--- src/rtl/tcm_pkg.sv ---
package tcm_pkg;
  // threshold resolution: fraction of total traffic in 1/2**THR_W steps
  localparam int unsigned THR_W = 4;
endpackage

--- src/rtl/tcm_intensity.sv ---
module tcm_intensity #(
  parameter int unsigned N_THR   = 8,
  parameter int unsigned QUANTUM = 1024,
  localparam int unsigned CNT_W  = $clog2(QUANTUM + 1),
  localparam int unsigned QC_W   = $clog2(QUANTUM)
) (
  input  logic                            clk_i,
  input  logic                            rst_ni,
  input  logic                            served_i,
  input  logic [N_THR-1:0]                grant_i,
  output logic [N_THR-1:0][CNT_W-1:0]     cnt_o,
  output logic                            q_end_o
);
  logic [QC_W-1:0] q_cnt_q;

  assign q_end_o = (q_cnt_q == QC_W'(QUANTUM - 1));

  always_ff @(posedge clk_i or negedge rst_ni) begin
    if (!rst_ni)      q_cnt_q <= '0;
    else if (q_end_o) q_cnt_q <= '0;
    else              q_cnt_q <= q_cnt_q + QC_W'(1);
  end

  for (genvar g = 0; g < N_THR; g++) begin : g_cnt
    always_ff @(posedge clk_i or negedge rst_ni) begin
      if (!rst_ni)                     cnt_o[g] <= '0;
      else if (q_end_o)                cnt_o[g] <= '0;
      else if (served_i && grant_i[g]) cnt_o[g] <= cnt_o[g] + CNT_W'(1);
    end
  end
endmodule

--- src/rtl/tcm_cluster.sv ---
module tcm_cluster
  import tcm_pkg::*;
#(
  parameter int unsigned N_THR   = 8,
  parameter int unsigned QUANTUM = 1024,
  localparam int unsigned CNT_W  = $clog2(QUANTUM + 1),
  localparam int unsigned IDX_W  = $clog2(N_THR),
  localparam int unsigned SUM_W  = CNT_W + IDX_W,
  localparam int unsigned PRD_W  = SUM_W + THR_W
) (
  input  logic                            clk_i,
  input  logic                            rst_ni,
  input  logic                            load_i,
  input  logic [THR_W-1:0]                thr_i,
  input  logic [N_THR-1:0][CNT_W-1:0]     cnt_i,
  output logic [N_THR-1:0]                heavy_o,
  output logic [N_THR-1:0][IDX_W-1:0]     pos_o
);
  logic [SUM_W-1:0]                total;
  logic [N_THR-1:0][SUM_W-1:0]     cum_c;
  logic [N_THR-1:0][IDX_W-1:0]     pos_c;
  logic [N_THR-1:0]                heavy_c;

  always_comb begin
    total   = '0;
    cum_c   = '0;
    pos_c   = '0;
    heavy_c = '0;
    for (int j = 0; j < N_THR; j++) total = total + SUM_W'(cnt_i[j]);
    for (int i = 0; i < N_THR; i++) begin
      for (int j = 0; j < N_THR; j++) begin
        // j sorts before i: smaller count, or equal count and lower index
        if (cnt_i[j] < cnt_i[i] || (cnt_i[j] == cnt_i[i] && j < i))
          pos_c[i] = pos_c[i] + IDX_W'(1);
        if (cnt_i[j] < cnt_i[i] || (cnt_i[j] == cnt_i[i] && j <= i))
          cum_c[i] = cum_c[i] + SUM_W'(cnt_i[j]);
      end
      heavy_c[i] = (PRD_W'(cum_c[i]) << THR_W) > (PRD_W'(thr_i) * PRD_W'(total));
    end
  end

  for (genvar g = 0; g < N_THR; g++) begin : g_rank
    always_ff @(posedge clk_i or negedge rst_ni) begin
      if (!rst_ni) begin
        heavy_o[g] <= 1'b0;
        pos_o[g]   <= IDX_W'(g);
      end else if (load_i) begin
        heavy_o[g] <= heavy_c[g];
        pos_o[g]   <= pos_c[g];
      end
    end
  end
endmodule

--- src/rtl/tcm_shuffle.sv ---
module tcm_shuffle #(
  parameter int unsigned N_THR       = 8,
  parameter int unsigned SHUF_PERIOD = 128,
  localparam int unsigned IDX_W      = $clog2(N_THR),
  localparam int unsigned SC_W       = $clog2(SHUF_PERIOD)
) (
  input  logic             clk_i,
  input  logic             rst_ni,
  output logic [IDX_W-1:0] off_o
);
  logic [SC_W-1:0] sc_q;
  logic            step;

  assign step = (sc_q == SC_W'(SHUF_PERIOD - 1));

  always_ff @(posedge clk_i or negedge rst_ni) begin
    if (!rst_ni) begin
      sc_q  <= '0;
      off_o <= '0;
    end else begin
      sc_q <= step ? '0 : sc_q + SC_W'(1);
      if (step) off_o <= (off_o == IDX_W'(N_THR - 1)) ? '0 : off_o + IDX_W'(1);
    end
  end
endmodule

--- src/rtl/tcm_pick.sv ---
module tcm_pick #(
  parameter int unsigned N_THR  = 8,
  localparam int unsigned IDX_W = $clog2(N_THR),
  localparam int unsigned KEY_W = IDX_W + 1
) (
  input  logic [N_THR-1:0]            req_i,
  input  logic [N_THR-1:0]            heavy_i,
  input  logic [N_THR-1:0][IDX_W-1:0] pos_i,
  input  logic [IDX_W-1:0]            off_i,
  output logic [N_THR-1:0]            grant_o
);
  logic [IDX_W:0]   rot;
  logic [IDX_W-1:0] prio;
  logic [KEY_W-1:0] key, best;
  logic [IDX_W-1:0] idx;
  logic             found;

  always_comb begin
    rot   = '0;
    prio  = '0;
    key   = '0;
    best  = '0;
    idx   = '0;
    found = 1'b0;
    for (int i = 0; i < N_THR; i++) begin
      rot = {1'b0, pos_i[i]} + {1'b0, off_i};
      if (rot >= (IDX_W + 1)'(N_THR)) rot = rot - (IDX_W + 1)'(N_THR);
      prio = heavy_i[i] ? rot[IDX_W-1:0] : pos_i[i];
      // heavy bit on top: every light key is below every heavy key
      key = {heavy_i[i], prio};
      if (req_i[i] && (!found || key < best)) begin
        found = 1'b1;
        best  = key;
        idx   = IDX_W'(i);
      end
    end
    grant_o = found ? (N_THR'(1) << idx) : '0;
  end
endmodule

--- src/rtl/tcm_arbiter.sv ---
module tcm_arbiter
  import tcm_pkg::*;
#(
  parameter int unsigned N_THR       = 8,
  parameter int unsigned QUANTUM     = 1024,
  parameter int unsigned SHUF_PERIOD = 128,
  localparam int unsigned CNT_W      = $clog2(QUANTUM + 1),
  localparam int unsigned IDX_W      = $clog2(N_THR)
) (
  input  logic             clk_i,
  input  logic             rst_ni,
  input  logic [N_THR-1:0] req_i,
  input  logic             served_i,
  input  logic [THR_W-1:0] thresh_i,
  output logic [N_THR-1:0] grant_o
);
  logic [N_THR-1:0][CNT_W-1:0] cnt;
  logic                        q_end;
  logic [N_THR-1:0]            heavy_q;
  logic [N_THR-1:0][IDX_W-1:0] pos_q;
  logic [IDX_W-1:0]            shuf_off;

  tcm_intensity #(.N_THR(N_THR), .QUANTUM(QUANTUM)) u_intensity (
    .clk_i   (clk_i),
    .rst_ni  (rst_ni),
    .served_i(served_i),
    .grant_i (grant_o),
    .cnt_o   (cnt),
    .q_end_o (q_end)
  );

  tcm_cluster #(.N_THR(N_THR), .QUANTUM(QUANTUM)) u_cluster (
    .clk_i  (clk_i),
    .rst_ni (rst_ni),
    .load_i (q_end),
    .thr_i  (thresh_i),
    .cnt_i  (cnt),
    .heavy_o(heavy_q),
    .pos_o  (pos_q)
  );

  tcm_shuffle #(.N_THR(N_THR), .SHUF_PERIOD(SHUF_PERIOD)) u_shuffle (
    .clk_i (clk_i),
    .rst_ni(rst_ni),
    .off_o (shuf_off)
  );

  tcm_pick #(.N_THR(N_THR)) u_pick (
    .req_i  (req_i),
    .heavy_i(heavy_q),
    .pos_i  (pos_q),
    .off_i  (shuf_off),
    .grant_o(grant_o)
  );
endmodule

--- config.mk ---
export PLATFORM = sky130hd
export DESIGN_NAME = tcm_arbiter
export DESIGN_NICKNAME = d
export VERILOG_FILES = /design/src/rtl/tcm_pkg.sv /design/src/rtl/tcm_intensity.sv /design/src/rtl/tcm_cluster.sv /design/src/rtl/tcm_shuffle.sv /design/src/rtl/tcm_pick.sv /design/src/rtl/tcm_arbiter.sv
export SDC_FILE = /design/constraint.sdc
export NUM_CORES = 2
export LEC_CHECK = 0
export ABC_AREA = 1
export BUFFER_PORTS_ARGS = -buffer_cell sky130_fd_sc_hd__buf_2
export CORE_MARGIN = 5
export CORE_UTILIZATION = 55
export DETAILED_ROUTE_END_ITERATION = 16
export HOLD_SLACK_MARGIN = 0.12
export PLACE_DENSITY = 0.78
export SYNTH_ARGS = -nofsm -noshare
export SYNTH_HDL_FRONTEND = slang
export SYNTH_HIERARCHICAL = 1
export SYNTH_SLANG_ARGS = --single-unit
--- constraint.sdc ---
create_clock -name clk_i -period 21 [get_ports clk_i]
set_input_delay 1.05 -clock clk_i [delete_from_list [all_inputs] [get_ports clk_i]]
set_output_delay 1.05 -clock clk_i [all_outputs]
set_load 0.01 [all_outputs]
==> out/metrics.yaml <==
layout:
  drive_gt1_frac: 0.0614
  layout.nets: 10104
  final_common_cell: "nand2_1"
  layout.cells.most_common_list: "nand2_1, ha_1, inv_1"
  syn_to_final_growth_pct: 5.02
yosys:
  synth_top_family_by_area: "adder cells"
  yosys_register_bits: 140
  syn_nets: 10072
  seq_area_frac_synth: 0.0621
  synth_cells: 8718
  yosysTopAreaCell: "ha_1"
  synth-main-ff-cell: "dfrtp_1"
  synth_compound_area_frac: 0.178
  synth_top_area_frac: 0.265
  async_flop_share: 1.00
  synth.distinct_cells: 74
  synthXorXnorAreaFrac: 0.0808
  yosys.area_share.adder: 0.314
  synthMuxAreaShare: 0.00172
  ys.warnings.count: 6
  synthTopCellsByArea: "ha_1, nand2_1, inv_1, a21oi_1, dfrtp_1"
  syn_avg_cell_area_um2: 6.50
  synth-edff-count: 0
  synth_simple_gate_area_frac: 0.276
  syn-cell-area_um2: 56700
timing:
  setup_tns_ns: 0
  slew_headroom: 0.214
  fin_crit_ns: 12.70
  finalCritPeriodShare: 0.605
  holdWs_ns: 0.499
  setup_viol: 0
  fmax_mhz: 78.8
  slew_violations: 0
  finalHoldViolCount: 0
  worst_slew_pin_slew_ns: 1.18
  skew_ns: 0.0204
  grt_setup_unrepaired: "false"
setup_path:
  worstPathArrival_ns: 13.07
  critPathMaxStageDelay_ns: 0.56
  crit_type: "register to register"
  path_max_fanout: 30
  critPathRequiredTime_ns: 21.37
  end_kind: "register"
  cp_slowest_cell: "inv_1"
  crit_path_frequent_cell: "inv_1"
  cp-start-kind: "register"
global_routing:
  grt_pass1_wl_mm: 335
  met3_usage: 0.124
  grt_overflow: 0
  grt_antenna_before_repair: 5
  busiest_layer: "met2"
  track_usage: 0.405
  grt_use_met1: 0.529
  grt_pass1_vias: 56509
  grt_max_degree: 77
  grt_use_met2: 0.587
route:
  ant_nets: 0
  vias_per_cell: 6.16
  remaining_drc_errors: 0
  drt-pass1-iter-count: 12
  wl_per_cell_um: 22.7
  drt_iter0_drc: 8362
  vias: 62388
  wl_mm: 230
placed_design:
  place.gp.congestion: 1.07
  io_buffer_count: 22
  dp_hpwl_mm: 174
clock_network:
  clkLatencyLatePin_ns: 0.51
  hold_buffers: 0
  cts_setup_buffers: 0
  path_clk_slew_ns: 0.08
  clock_sinks: 140
  cts_tree: "yes"
  cts_max_path_buffers: 2
  numCtsBuffers: 17
  cts_resized: 0
  root_buffer: "clkbuf_16"
  htreeDepth: 4
floorplan:
  rows: 117
  die_area_um2: 110000
  die_x_um: 331
  fp.dieH_um: 331
  core_um2: 102000
  io_pins: 23
  initial_core_util: 0.555
status:
  status: "complete, no violations"
hold_path:
  hold_path_class: "register to register"
run:
  cap_violations: 0
==> sequential cells by signal (all words and copies together) (netlist names) <==
name / flops
u_shuffle/sc_q: 7
u_intensity/q_cnt_q: 10
u_cluster/pos_o: 24
u_intensity/cnt_o: 88
u_shuffle/off_o: 3
u_cluster/heavy_o: 8
==> worst max-delay path, delay by kind of cell, from the launching register on <==
family,cells,cell delay (ns)
adder cells (fa/ha/maj),10,3.52
flip-flops,1,0.33
AND/OR/NAND/NOR,13,2.15
XOR/XNOR,5,0.70
AO/OA/AOI/OAI,18,3.79
buffers and inverters,10,2.04
==> synthesized netlist by cell type, drive strengths merged (6+ instances only) <==
cell type  instances
or2               57
a21boi            16
o21a              12
a21oi            755
a221oi             7
nor2             600
o2111ai            8
and2              28
dfrtp            128
ha              1198
buf               67
o22ai              8
xor2             345
a21o              23
o311ai             7
xnor2            178
o21bai            87
nor4              13
nand3            500
nand3b            31
dfstp             12
inv             1125
nor3              53
o21ai            745
o31ai             43
nand2           2220
fa               141
nand4             85
clkbuf            82
o211ai            25
clkinv             8
mux2               6
a31oi             60
a211oi            17
==> area by class of cell <==
type / count / area (µm²)
clock buffer: 18 / 429
inverter: 1133 / 4250
fill: 9890 / 42500
antenna: 4 / 10.0
sequential: 140 / 3520
tap: 1368 / 1710
clock inverter: 14 / 113
timing repair buffer: 162 / 1170
multi-input combinational: 7296 / 48300
==> final timing paths <==
path | startpoint | to | slack (ns) | cells after the start
worst max-delay path | u_intensity/cnt_o[39]$_DFFE_PN0P_ | u_cluster/heavy_o[3]$_DFFE_PN0P_ | 8.30 | 56
max in group asynchronous | rst_ni | u_intensity/cnt_o[17]$_DFFE_PN0P_ | 18.86 | 2
worst max register to register | u_intensity/cnt_o[39]$_DFFE_PN0P_ | u_cluster/heavy_o[3]$_DFFE_PN0P_ | 8.30 | 56
worst min register to register | u_cluster/pos_o[21]$_DFFE_PN1P_ | u_cluster/pos_o[21]$_DFFE_PN1P_ | 0.50 | 2
worst min-delay path | u_cluster/pos_o[21]$_DFFE_PN1P_ | u_cluster/pos_o[21]$_DFFE_PN1P_ | 0.50 | 2
min in group asynchronous | rst_ni | u_cluster/heavy_o[7]$_DFFE_PN0P_ | 0.59 | 1
==> routing by layer <==
metal  vias up  wire length [µm]  share of wire
li1      29192                 -              -
met1     28460             90000           0.39
met2      3871             89400           0.39
met3       859             33100           0.14
met4         6             17700          0.077
met5         -                48        0.00021
==> cells by family after synthesis <==
logic type,after synthesis
AO/OA/AOI/OAI,1826
XOR/XNOR,523
adder cells (fa/ha/maj),1339
buffers and inverters,1282
flip-flops,140
multiplexers,9
AND/OR/NAND/NOR,3599
==> metrics by stage <==
step | setup WS, ns | instances | utilization | area, µm²
finish | 8.30 | 10135 | 0.583 | 59500
global route | 7.52 | 10131 | 0.583 | 59500
global placement | 8.77 | 10099 | 0.578 | 59000
CTS | 8.59 | 10131 | 0.583 | 59500
detailed placement | 8.62 | 10099 | 0.578 | 59000
floorplan | 10.87 | 8718 | - | 56700
Power is not shown: default switching activity piles up to over one toggle a cycle in this logic, so the estimate is an artifact.
